### config.mk
export PLATFORM = sky130hd
export DESIGN_NAME = drr_sched
export DESIGN_NICKNAME = d
export VERILOG_FILES = /design/src/rtl/drr_pkg.sv /design/src/rtl/drr_credit.sv /design/src/rtl/drr_rr_pick.sv /design/src/rtl/drr_sched.sv
export SDC_FILE = /design/constraint.sdc
export NUM_CORES = 1
export LEC_CHECK = 0
export ABC_CLOCK_PERIOD_IN_PS = 4350
export BUFFER_PORTS_ARGS = -buffer_cell sky130_fd_sc_hd__buf_2
export CORE_AREA = 3 3 115 200
export DETAILED_ROUTE_END_ITERATION = 7
export DIE_AREA = 0 0 118 203
export HOLD_SLACK_MARGIN = 0.12
export PLACE_DENSITY = 0.66
export SLEW_MARGIN = 20
export SYNTH_ARGS = -nofsm -noshare
export SYNTH_HDL_FRONTEND = slang
export SYNTH_SLANG_ARGS = --single-unit
export TNS_END_PERCENT = 50
### constraint.sdc
create_clock -name clk -period 4.35 [get_ports clk]
set_input_delay 0.2175 -clock clk [delete_from_list [all_inputs] [get_ports clk]]
set_output_delay 0.2175 -clock clk [all_outputs]
set_load 0.005 [all_outputs]
### src/rtl/drr_pkg.sv
package drr_pkg;

   // One action per clock in the visit controller
   typedef enum logic [1:0] {
      ACT_HOLD  = 2'd0,   // command pending, wait for accept
      ACT_MOVE  = 2'd1,   // advance pointer, next visit starts fresh
      ACT_ADD   = 2'd2,   // add quantum to the visited queue's credit
      ACT_ISSUE = 2'd3    // raise a dequeue command for the head packet
   } drr_act_e;

endpackage

### src/rtl/drr_credit.sv
module drr_credit #(
   parameter int DW       = 16,
   parameter int QW       = 12,
   parameter int LW       = 12,
   parameter bit SATURATE = 1'b1
) (
   input  logic          clk,
   input  logic          rst_n,
   input  logic          clr,
   input  logic          add_en,
   input  logic [QW-1:0] quantum,
   input  logic          sub_en,
   input  logic [LW-1:0] sub_len,
   output logic [DW-1:0] credit
);

   logic [DW-1:0] add_val;

   generate
      if (SATURATE) begin : g_sat
         logic [DW:0] sum;
         assign sum     = {1'b0, credit} + {1'b0, DW'(quantum)};
         assign add_val = sum[DW] ? {DW{1'b1}} : sum[DW-1:0];
      end else begin : g_wrap
         assign add_val = credit + DW'(quantum);
      end
   endgenerate

   always_ff @(posedge clk) begin
      if (!rst_n) begin
         credit <= '0;
      end else if (clr) begin
         credit <= '0;
      end else if (add_en) begin
         credit <= add_val;
      end else if (sub_en) begin
         credit <= credit - DW'(sub_len);
      end
   end

endmodule

### src/rtl/drr_rr_pick.sv
module drr_rr_pick #(
   parameter int NQ   = 4,
   parameter int QIDW = 2
) (
   input  logic [NQ-1:0]   active,
   input  logic [QIDW-1:0] cur,
   output logic [QIDW-1:0] nxt
);

   // Nearest active queue after cur, cur itself last; cur if none active.
   generate
      if ((1 << QIDW) == NQ) begin : g_pow2
         logic [QIDW-1:0] idx;
         always_comb begin
            nxt = cur;
            idx = cur;
            for (int k = NQ; k >= 1; k--) begin
               idx = cur + QIDW'(k);
               if (active[idx]) nxt = idx;
            end
         end
      end else begin : g_mod
         int idx;
         always_comb begin
            nxt = cur;
            idx = 0;
            for (int k = NQ; k >= 1; k--) begin
               idx = (int'(cur) + k) % NQ;
               if (active[idx]) nxt = QIDW'(idx);
            end
         end
      end
   endgenerate

endmodule

### src/rtl/drr_sched.sv
module drr_sched
   import drr_pkg::*;
#(
   parameter int  NQ       = 4,
   parameter int  LW       = 12,
   parameter int  DW       = 16,
   parameter int  QW       = 12,
   parameter bit  SATURATE = 1'b1,
   localparam int QIDW     = (NQ > 1) ? $clog2(NQ) : 1
) (
   input  logic             clk,
   input  logic             rst_n,
   input  logic [NQ-1:0]    q_nonempty,
   input  logic [NQ*LW-1:0] q_head_len,
   input  logic [NQ*QW-1:0] q_quantum,
   input  logic             deq_ready,
   output logic             deq_valid,
   output logic [QIDW-1:0]  deq_qid,
   output logic [LW-1:0]    deq_len
);

   // elaboration-time parameter checks
   generate
      if (NQ < 2) begin : g_bad_nq
         $error("drr_sched: NQ must be at least 2");
      end
      if (LW > DW) begin : g_bad_lw
         $error("drr_sched: LW must not exceed DW");
      end
      if (QW > DW) begin : g_bad_qw
         $error("drr_sched: QW must not exceed DW");
      end
   endgenerate

   logic [NQ-1:0][LW-1:0] head_len;
   logic [NQ-1:0][QW-1:0] quantum;
   logic [NQ-1:0][DW-1:0] credit_w;

   logic [QIDW-1:0] ptr_q;
   logic [QIDW-1:0] nxt_ptr;
   logic            fresh_q;
   logic            vld_q;
   logic [QIDW-1:0] qid_q;
   logic [LW-1:0]   len_q;
   drr_act_e        act;

   logic            cur_active;
   logic [LW-1:0]   cur_len;
   logic            cur_fits;

   generate
      for (genvar i = 0; i < NQ; i++) begin : g_q
         assign head_len[i] = q_head_len[i*LW +: LW];
         assign quantum[i]  = q_quantum[i*QW +: QW];

         drr_credit #(
            .DW(DW), .QW(QW), .LW(LW), .SATURATE(SATURATE)
         ) u_credit (
            .clk     (clk),
            .rst_n   (rst_n),
            .clr     (!q_nonempty[i]),
            .add_en  ((act == ACT_ADD)   && (ptr_q == QIDW'(i))),
            .quantum (quantum[i]),
            .sub_en  ((act == ACT_ISSUE) && (ptr_q == QIDW'(i))),
            .sub_len (head_len[i]),
            .credit  (credit_w[i])
         );
      end
   endgenerate

   drr_rr_pick #(.NQ(NQ), .QIDW(QIDW)) u_pick (
      .active (q_nonempty),
      .cur    (ptr_q),
      .nxt    (nxt_ptr)
   );

   assign cur_active = q_nonempty[ptr_q];
   assign cur_len    = head_len[ptr_q];
   assign cur_fits   = DW'(cur_len) <= credit_w[ptr_q];

   always_comb begin
      if (vld_q)            act = ACT_HOLD;
      else if (!cur_active) act = ACT_MOVE;
      else if (fresh_q)     act = ACT_ADD;
      else if (cur_fits)    act = ACT_ISSUE;
      else                  act = ACT_MOVE;
   end

   always_ff @(posedge clk) begin
      if (!rst_n) begin
         ptr_q   <= '0;
         fresh_q <= 1'b1;
         vld_q   <= 1'b0;
         qid_q   <= '0;
         len_q   <= '0;
      end else begin
         case (act)
            ACT_HOLD: begin
               if (deq_ready) vld_q <= 1'b0;
            end
            ACT_MOVE: begin
               ptr_q   <= nxt_ptr;
               fresh_q <= 1'b1;
            end
            ACT_ADD: begin
               fresh_q <= 1'b0;
            end
            ACT_ISSUE: begin
               vld_q <= 1'b1;
               qid_q <= ptr_q;
               len_q <= cur_len;
            end
            default: ;
         endcase
      end
   end

   assign deq_valid = vld_q;
   assign deq_qid   = qid_q;
   assign deq_len   = len_q;

endmodule

Word-level counts from Yosys, hierarchy flattened
Index checks and enable logic that the tools add are counted.

operators by class
  reductions and logical operators = 23
  equality and inequality tests = 7
  magnitude comparators = 5
  muxes and demuxes = 34
  add/subtract/negate cells = 11

operator list
  operator               count
  $mux W16               13
  $add A16 B12 Y17       4
  $sub A16 B12 Y16       4
  $bmux W16 S2           1
  $bmux W12 S2           1
  $le A12 B16 Y1         1
  $mux W2                7
  $lt A2 B3 Y1 const B   4
  $mux W12               1
  $reduce_and A2 Y1      6
  $reduce_bool A2 Y1     6
  $bmux W1 S2            4
  $eq A2 B2 Y1 const B   4
  $logic_and A1 B1 Y1    8
  $mux W1                5
  $add A2 B2 Y2 const B  2
  $eq A2 B1 Y1 const B   2
  $logic_not A2 Y1       2
  $pmux W1 S2            2
  $reduce_bool A3 Y1     1
  $add A2 B1 Y2 const B  1
  $ne A2 B2 Y1 const B   1

storage, ports and cells
  bits in registers = 82
  logic and storage cells = 89
  output and inout port bits = 15

Depth between registers and ports, before layout
  word-level depth = 11
  mapped depth = 23

By module
A second synthesis with hierarchy kept.

second synthesis, totals
  cell total of the unflattened synthesis = 1275
  area, all modules = 10171.0 um2

by module, submodules not included
  module                            cells an instance  area each (um2)  instances  seq. area each (um2)
  drr_credit (g_q[1].u_credit ...)  286                2130.8           2          320.3
  drr_credit (g_q[3].u_credit)      265                2018.2           1          320.3
  drr_credit (g_q[0].u_credit)      258                1993.2           1          320.3
  drr_sched                         167                1823.0           1          360.3
  drr_rr_pick                       13                 75.1             1          0.0

Worst setup path after synthesis
Ideal clock, no wire load.

  path type = register -> register
  start point = register ptr_q[1]
  end point = register g_q[3].u_credit.credit[14]
  buffers on the path = 4
  data required time = 4.225 ns
  cell stages (with the launch flop) = 21
  setup slack = -0.003 ns
  arrival time = 4.228 ns
  clock period less this slack = 4.353 ns
  path through = dfxtp_1 -> clkbuf_1 -> buf_1 -> buf_2 -> mux4_2 -> inv_1 -> ha_1 -> o21a_1 -> o21a_1 -> o21ai_0 -> nand2b_1 -> a21oi_1 -> o211ai_1 -> a21oi_1 -> ha_1 -> buf_2 -> o21ai_1 -> or3_1 -> a211oi_2 -> xnor2_1 -> o32ai_1

between the ends
  word-level cells in the longest chain between the ends = 10
  elaborated cells between the ends (all ways) = 18
  those cells by class = order compare (1); eq/ne (3); mux (11); reduce/logical (3)

ends and longest elaborated chain
  what                                                        line                              RTL
  start: declaration                                          drr_sched.sv:39                   logic [QIDW-1:0] ptr_q;
  start signal: assignment                                    drr_sched.sv:102                  ptr_q <= nxt_ptr;
  $bmux W12 S2 or $bmux W16 S2 (tied branches)                drr_sched.sv:78, drr_sched.sv:79
  $mux W12 (not written as such) or $mux W16 (tied branches)  drr_sched.sv:78, drr_sched.sv:79
  $le A12 B16 Y1                                              drr_sched.sv:79                   assign cur_fits = DW'(cur_len) <= credit_w[ptr_q];
  $mux W2                                                     drr_sched.sv:85                   else if (cur_fits) act = ACT_ISSUE;
  $mux W2                                                     drr_sched.sv:84                   else if (fresh_q) act = ACT_ADD;
  $mux W2                                                     drr_sched.sv:83                   else if (!cur_active) act = ACT_MOVE;
  $mux W2                                                     drr_sched.sv:82                   if (vld_q) act = ACT_HOLD;
  $eq A2 B2 Y1, on equally long branches                      drr_sched.sv:62, drr_sched.sv:64
  $logic_and A1 B1 Y1, on equally long branches               drr_sched.sv:62, drr_sched.sv:64
  $mux W16 or $reduce_bool A2 Y1 (tied branches)              n/a
  end signal: assignment                                      drr_credit.sv:35                  credit <= add_val;
  end signal: assignment                                      drr_credit.sv:37                  credit <= credit - DW'(sub_len);
  end: declaration                                            drr_credit.sv:14                  output logic [DW-1:0] credit

Several ways; a longest one is shown, not always the timed one. The select of a mux whose other input is x is not followed.
A chain may end at the register's enable or synchronous reset.

Worst setup path in the final report
  start point = register ptr_q[0]
  end point = register g_q[1].u_credit.credit[12]

between the ends
  word-level cells in the longest chain between the ends = 10
  elaborated cells between the ends (all ways) = 18
  those cells by class = order compare (1); eq/ne (3); mux (11); reduce/logical (3)

ends and longest elaborated chain
  what                                            line                              RTL
  $bmux W12 S2 (*)                                drr_sched.sv:78                   assign cur_len = head_len[ptr_q];
  $mux W12 (not written as such) (*)              drr_sched.sv:78
  net cur_len[1]                                  drr_sched.sv:48                   logic [LW-1:0] cur_len;
  $le A12 B16 Y1 (*)                              drr_sched.sv:79
  $mux W2 (*)                                     drr_sched.sv:85
  $mux W2 (*)                                     drr_sched.sv:84
  $mux W2 (*)                                     drr_sched.sv:83
  $mux W2 (*)                                     drr_sched.sv:82
  $eq A2 B2 Y1, on equally long branches          drr_sched.sv:62, drr_sched.sv:64
  $logic_and A1 B1 Y1, on equally long branches   drr_sched.sv:62, drr_sched.sv:64
  $mux W16 or $reduce_bool A2 Y1 (tied branches)  n/a
  end signal: assignment                          drr_credit.sv:35
  end signal: assignment                          drr_credit.sv:37
  end: declaration                                drr_credit.sv:14

Mark *: on every way through the listed nets, which the timed path passes. The rest lies on a longest branch. The select of a mux whose other input is x is not followed.

==> run summary <==
Counting buffers and inverters, the worst setup path is 17 cells deep. The post-synthesis sequential area ratio is 0.1708. The portion of the clock cycle consumed by the worst path in the final layout came out at 0.9261.

The number of nets in the final layout came out at about 1500. The root cell of the clock tree is clkbuf_16. The overflow left after global routing is 0. The number of placed instances, taps included is about 1600. The worst setup path is launched from a register. The largest single stage delay on the critical path is ~0.54 ns.

The latest clock arrival within the worst-skew pair came out at approximately 0.35 ns. The netlist area before placement is between 0.009 and 0.01 mm2. The maximum clock frequency came out at between 0.2 and 0.25 GHz. The first-pass GRT wire length came out at roughly 52000 um. The endpoint class of the critical path is a register.

The total via count after detailed routing is 9838. The fraction of the core area covered by cells at the end of the flow is 0.5126. The number of ports placed on the die boundary came out at between 100 and 150. For this design the static power due to leakage is around 4.8 nW. The number of violations reported at the end of detailed-routing iteration 0 came out at roughly 800. The TritonCTS buffer count came out at 9.

Setup repair after global routing left no endpoint under its margin. Measured along the y axis, the die boundary spans 203 um. From synthesis to final layout, the design area changed by 15.16%. The power density over cell area came out at roughly 510 mW/mm2. The depth of the worst register-to-register path is 17.

The via count of the first global-routing pass is about 9900. TritonCTS built the clock tree. The min-delay analysis places its worst path in the category input pin to register. The post-route minimum period came out at between 4 and 5 ns.

The maximum number of pins on one net before global-route repair came out at 27. The placer's final routability congestion estimate came out at between 1 and 1.5. In this run the worst setup path begins at ptr_q[0]$_SDFFE_PN0P_. The clock drives 82 sinks. The slowest stage of the critical path belongs to the cell mux4_2. The setup-violating endpoint count in the final report came out at 0. The routed length per instance came out at 20.66 um. The hold violation total from the final report is 0.

The initial antenna violation count came out at 0. The register bit count reported by yosys is 82. Data on the critical path is required at its endpoint by around 4.6 ns.

The critical path data arrival time is around 4.3 ns. The transition time at the pin with the least slew margin is approximately 0.64 ns. Input and output buffers added on the ports amount to 117. The end point of the critical path is g_q[1].u_credit.credit[12]$_SDFFE_PN0P_. The chip width is ~120 um. The HPWL after detailed placement came out at roughly 28000 um. The detail route stage leaves a number of antenna-violating nets equal to 0. The headroom to the max-slew limit came out at 0.5677. The critical path buffer and inverter count is 1. The initial utilization of the core area, before any placement, comes to 0.4451. The count of final max-slew check failures came out at 0. The worst flop-to-flop path startpoint is ptr_q[0]$_SDFFE_PN0P_.

The synthesized netlist cell count is between 1000 and 1500. The net count after synthesis is 1430. The number of rows created at floorplan is 71. The capturing point of the worst reg2reg path is g_q[1].u_credit.credit[12]$_SDFFE_PN0P_. The area of the core region came out at approximately 0.022 mm2.

The count of TritonRoute iterations in the first routing pass came out at 5. The clock slew at the register clock pins of the worst setup and hold paths is ~0.070 ns. The maximum level of the CTS H-tree came out at 3. The non-filler instance count after layout came out at approximately 1600. The number of remaining DRC errors came out at 0. Dividing the detail-routed via count by the number of cells gives 6.084. The internal reg-to-reg setup slack came out at 0.32 ns.

The run finished with clean final reports. Walking the worst path, the cells encountered are mux4_2, ha_1, nor2b_1, o21a_1, o21a_1, o21ai_0, nand2b_1, a21oi_1, o211ai_1, a21oi_2, ha_1, buf_6, o21ai_1, or3_1, a21oi_1, mux2i_1, and3_1. The number of synthesis warnings came out at 0. The worst-case vdd ir drop is approximately 320 uV. Broken down by cell family, the worst path's largest delay share belongs to compound AO/OA/AOI/OAI gates.

By startpoint and endpoint, the worst setup path is classified as register to register. Across all hold checks on the routed design, the worst slack comes to about 0.24 ns. The number of buffers inserted to repair setup after CTS came out at 0. For this block, the routed nets add up to 33400 um of wire.

Counting along the longest clock path gives a buffer depth of 2. The total inserted antenna cells came out at 0. The largest fanout on the critical path is 17. In the final layout, the share of cells above drive strength 1 is 0.1842. The count of flip-flops with a built-in enable after synthesis is 0. The number of max-capacitance violations reported is 0.

Averaged over all synthesized cells, the footprint is 7.994 um2. The floorplan step defined a die boundary enclosing around 0.024 mm2. The fraction of registers with async set or reset after synthesis came out at 0.

Between clock sinks in the finished design, the worst skew comes to between 0.01 and 0.015 ns. The most used flip-flop cell after synthesis is dfxtp_1. Counting distinct cell types in the post-synthesis netlist gives between 90 and 100. In the global route stage, overall resource usage came out at 0.2729. The fill cell total of the finished layout is 2172.
-- synthesized netlist by cell type (4+ instances only) --
| cell type | number | area share |
|---|---|---|
| buf_2 | 11 | 0.0057 |
| a211o_1 | 4 | 0.0036 |
| xnor2_1 | 42 | 0.038 |
| o2111ai_1 | 4 | 0.0036 |
| a31oi_1 | 14 | 0.0091 |
| nor2_1 | 76 | 0.030 |
| inv_1 | 91 | 0.036 |
| o211ai_1 | 13 | 0.010 |
| mux2i_1 | 23 | 0.024 |
| a21o_1 | 23 | 0.018 |
| or3_1 | 13 | 0.0085 |
| a211oi_1 | 8 | 0.0063 |
| a221oi_1 | 6 | 0.0055 |
| fa_1 | 8 | 0.017 |
| xor2_1 | 24 | 0.022 |
| nor3_1 | 25 | 0.013 |
| o221ai_1 | 11 | 0.010 |
| mux4_2 | 26 | 0.061 |
| nor4_1 | 6 | 0.0039 |
| o31ai_1 | 4 | 0.0031 |
| clkbuf_1 | 28 | 0.011 |
| nand4_1 | 5 | 0.0033 |
| o22ai_1 | 15 | 0.0098 |
| nor2b_1 | 35 | 0.023 |
| ha_1 | 117 | 0.15 |
| dfxtp_1 | 82 | 0.17 |
| nand2b_1 | 20 | 0.013 |
| and3_1 | 15 | 0.0098 |
| a21oi_2 | 5 | 0.0046 |
| buf_1 | 5 | 0.0020 |
| nand3_1 | 30 | 0.016 |
| a21oi_1 | 134 | 0.070 |
| o21ai_0 | 66 | 0.034 |
| and2_1 | 9 | 0.0059 |
| o21ai_1 | 11 | 0.0057 |
| o21a_1 | 25 | 0.020 |
| nand2_1 | 82 | 0.032 |
-- stage by stage --
stage / cell area, um2 / worst slack [ns] / total power, mW / TNS (ns)
after floorplan: 9610 / 0.02342 / 3.459 / 0
after detailed placement: 10650 / -0.02030 / 4.529 / -0.02030
after global routing: 11070 / 0.01388 / 6.008 / 0
after CTS: 11040 / 0.03599 / 5.566 / 0
final: 11070 / 0.3217 / 5.637 / 0
after global placement: 10650 / 0.08828 / 4.482 / 0
-- state kept, by name, summed over array words and instances (netlist names) --
name                 flops
deq_qid                  2
ptr_q                    2
deq_valid                1
fresh_q                  1
deq_len                 12
g_q.u_credit.credit     64
-- cell families (layout without fill, tap and decap cells) --
logic type / after synthesis / count (layout) / share of synthesized area
buffers and inverters: 138 / 261 / 0.05612
DFF: 82 / 82 / 0.1708
xor gates and xnor gates: 66 / 66 / 0.06016
muxes: 50 / 50 / 0.08607
AOI/OAI and AO/OA: 398 / 398 / 0.2733
adders and majority gates: 125 / 125 / 0.1690
and+or+nand+nor: 343 / 343 / 0.1845
-- worst reg2reg max path, cell delays in order, from the launching register on --
cell and delay (ns):
dfxtp_4 0.44, mux4_2 0.55, ha_1 0.32, nor2b_1 0.14
o21a_1 0.16, o21a_1 0.16, o21ai_0 0.14, nand2b_1 0.08
a21oi_1 0.15, o211ai_1 0.13, a21oi_2 0.22, ha_1 0.25
buf_6 0.22, o21ai_1 0.14, or3_1 0.37, a21oi_1 0.16
mux2i_1 0.19, and3_1 0.16
-- worst min path at each step --
stage                                                   endpoint               startpoint  slack (ns)  cells past startpoint
after global routing                      deq_valid$_SDFFE_PN0P_                deq_ready        0.26                      4
final                                     deq_valid$_SDFFE_PN0P_                deq_ready        0.24                      4
after global placement                   deq_len[7]$_SDFFE_PN0N_  deq_len[7]$_SDFFE_PN0N_        0.50                      2
after detailed placement                 deq_len[3]$_SDFFE_PN0N_  deq_len[3]$_SDFFE_PN0N_        0.50                      2
after CTS                                 deq_valid$_SDFFE_PN0P_                deq_ready        0.22                      4
after floorplan           g_q[0].u_credit.credit[3]$_SDFFE_PN0P_            q_nonempty[0]        0.42                      2
-- per-layer routing --
layer / wire length (um) / part of all wire / track usage / vias up
met4: 2822 / 0.084 / 0.1987 / 0
met2: 17270 / 0.52 / 0.5127 / 370
li1: - / - / - / 4675
met5: 0 / 0 / 0 / -
met3: 1620 / 0.048 / 0.03261 / 133
met1: 11690 / 0.35 / 0.2738 / 4660
-- cell type report --
type	instances	area [um2]	area share
tap	292	365.4	0.03302
multi-input combinational	982	7447	0.6730
inverter	92	345.3	0.03121
sequential	82	1645	0.1487
timing repair buffer	153	872.1	0.07881
clock inverter	7	165.2	0.01493
clock buffer	9	225.2	0.02035
-- power breakdown --
group / total [mW] / leakage [nW] / internal, mW / switching, mW
sequential: 1.15 / 0.665 / 0.898 / 0.248
combinational: 3.47 / 3.95 / 1.52 / 1.95
clock: 1.02 / 0.182 / 0.678 / 0.341
-- cells in the final DEF, fill, tap and decap left out, types with 5 or more instances in the layout --
cell type,count
nor3_1,25
o211ai_1,13
nor4_1,6
nand2_1,81
clkbuf_16,9
or3_1,13
nor2_1,75
xnor2_1,42
ha_1,117
o22ai_1,15
nand3_1,30
and3_1,15
inv_1,91
mux4_2,26
a21oi_1,133
fa_1,8
o21ai_1,11
nand2b_1,20
o21a_1,25
a221oi_1,6
a211oi_1,8
xor2_1,24
a21o_1,23
o221ai_1,11
and2_1,9
buf_2,117
nand4_1,5
mux2i_1,23
buf_4,34
a21oi_2,6
dfxtp_1,81
a31oi_1,14
bufinv_16,5
nor2b_1,35
o21ai_0,65
-- repair_timing --
item,in CTS,in global routing
hold buffers,0,0
hold endpoints to repair,0,0
resized for setup,1,8
setup endpoints to repair,1,38
Power figures use the tool's default switching activity.
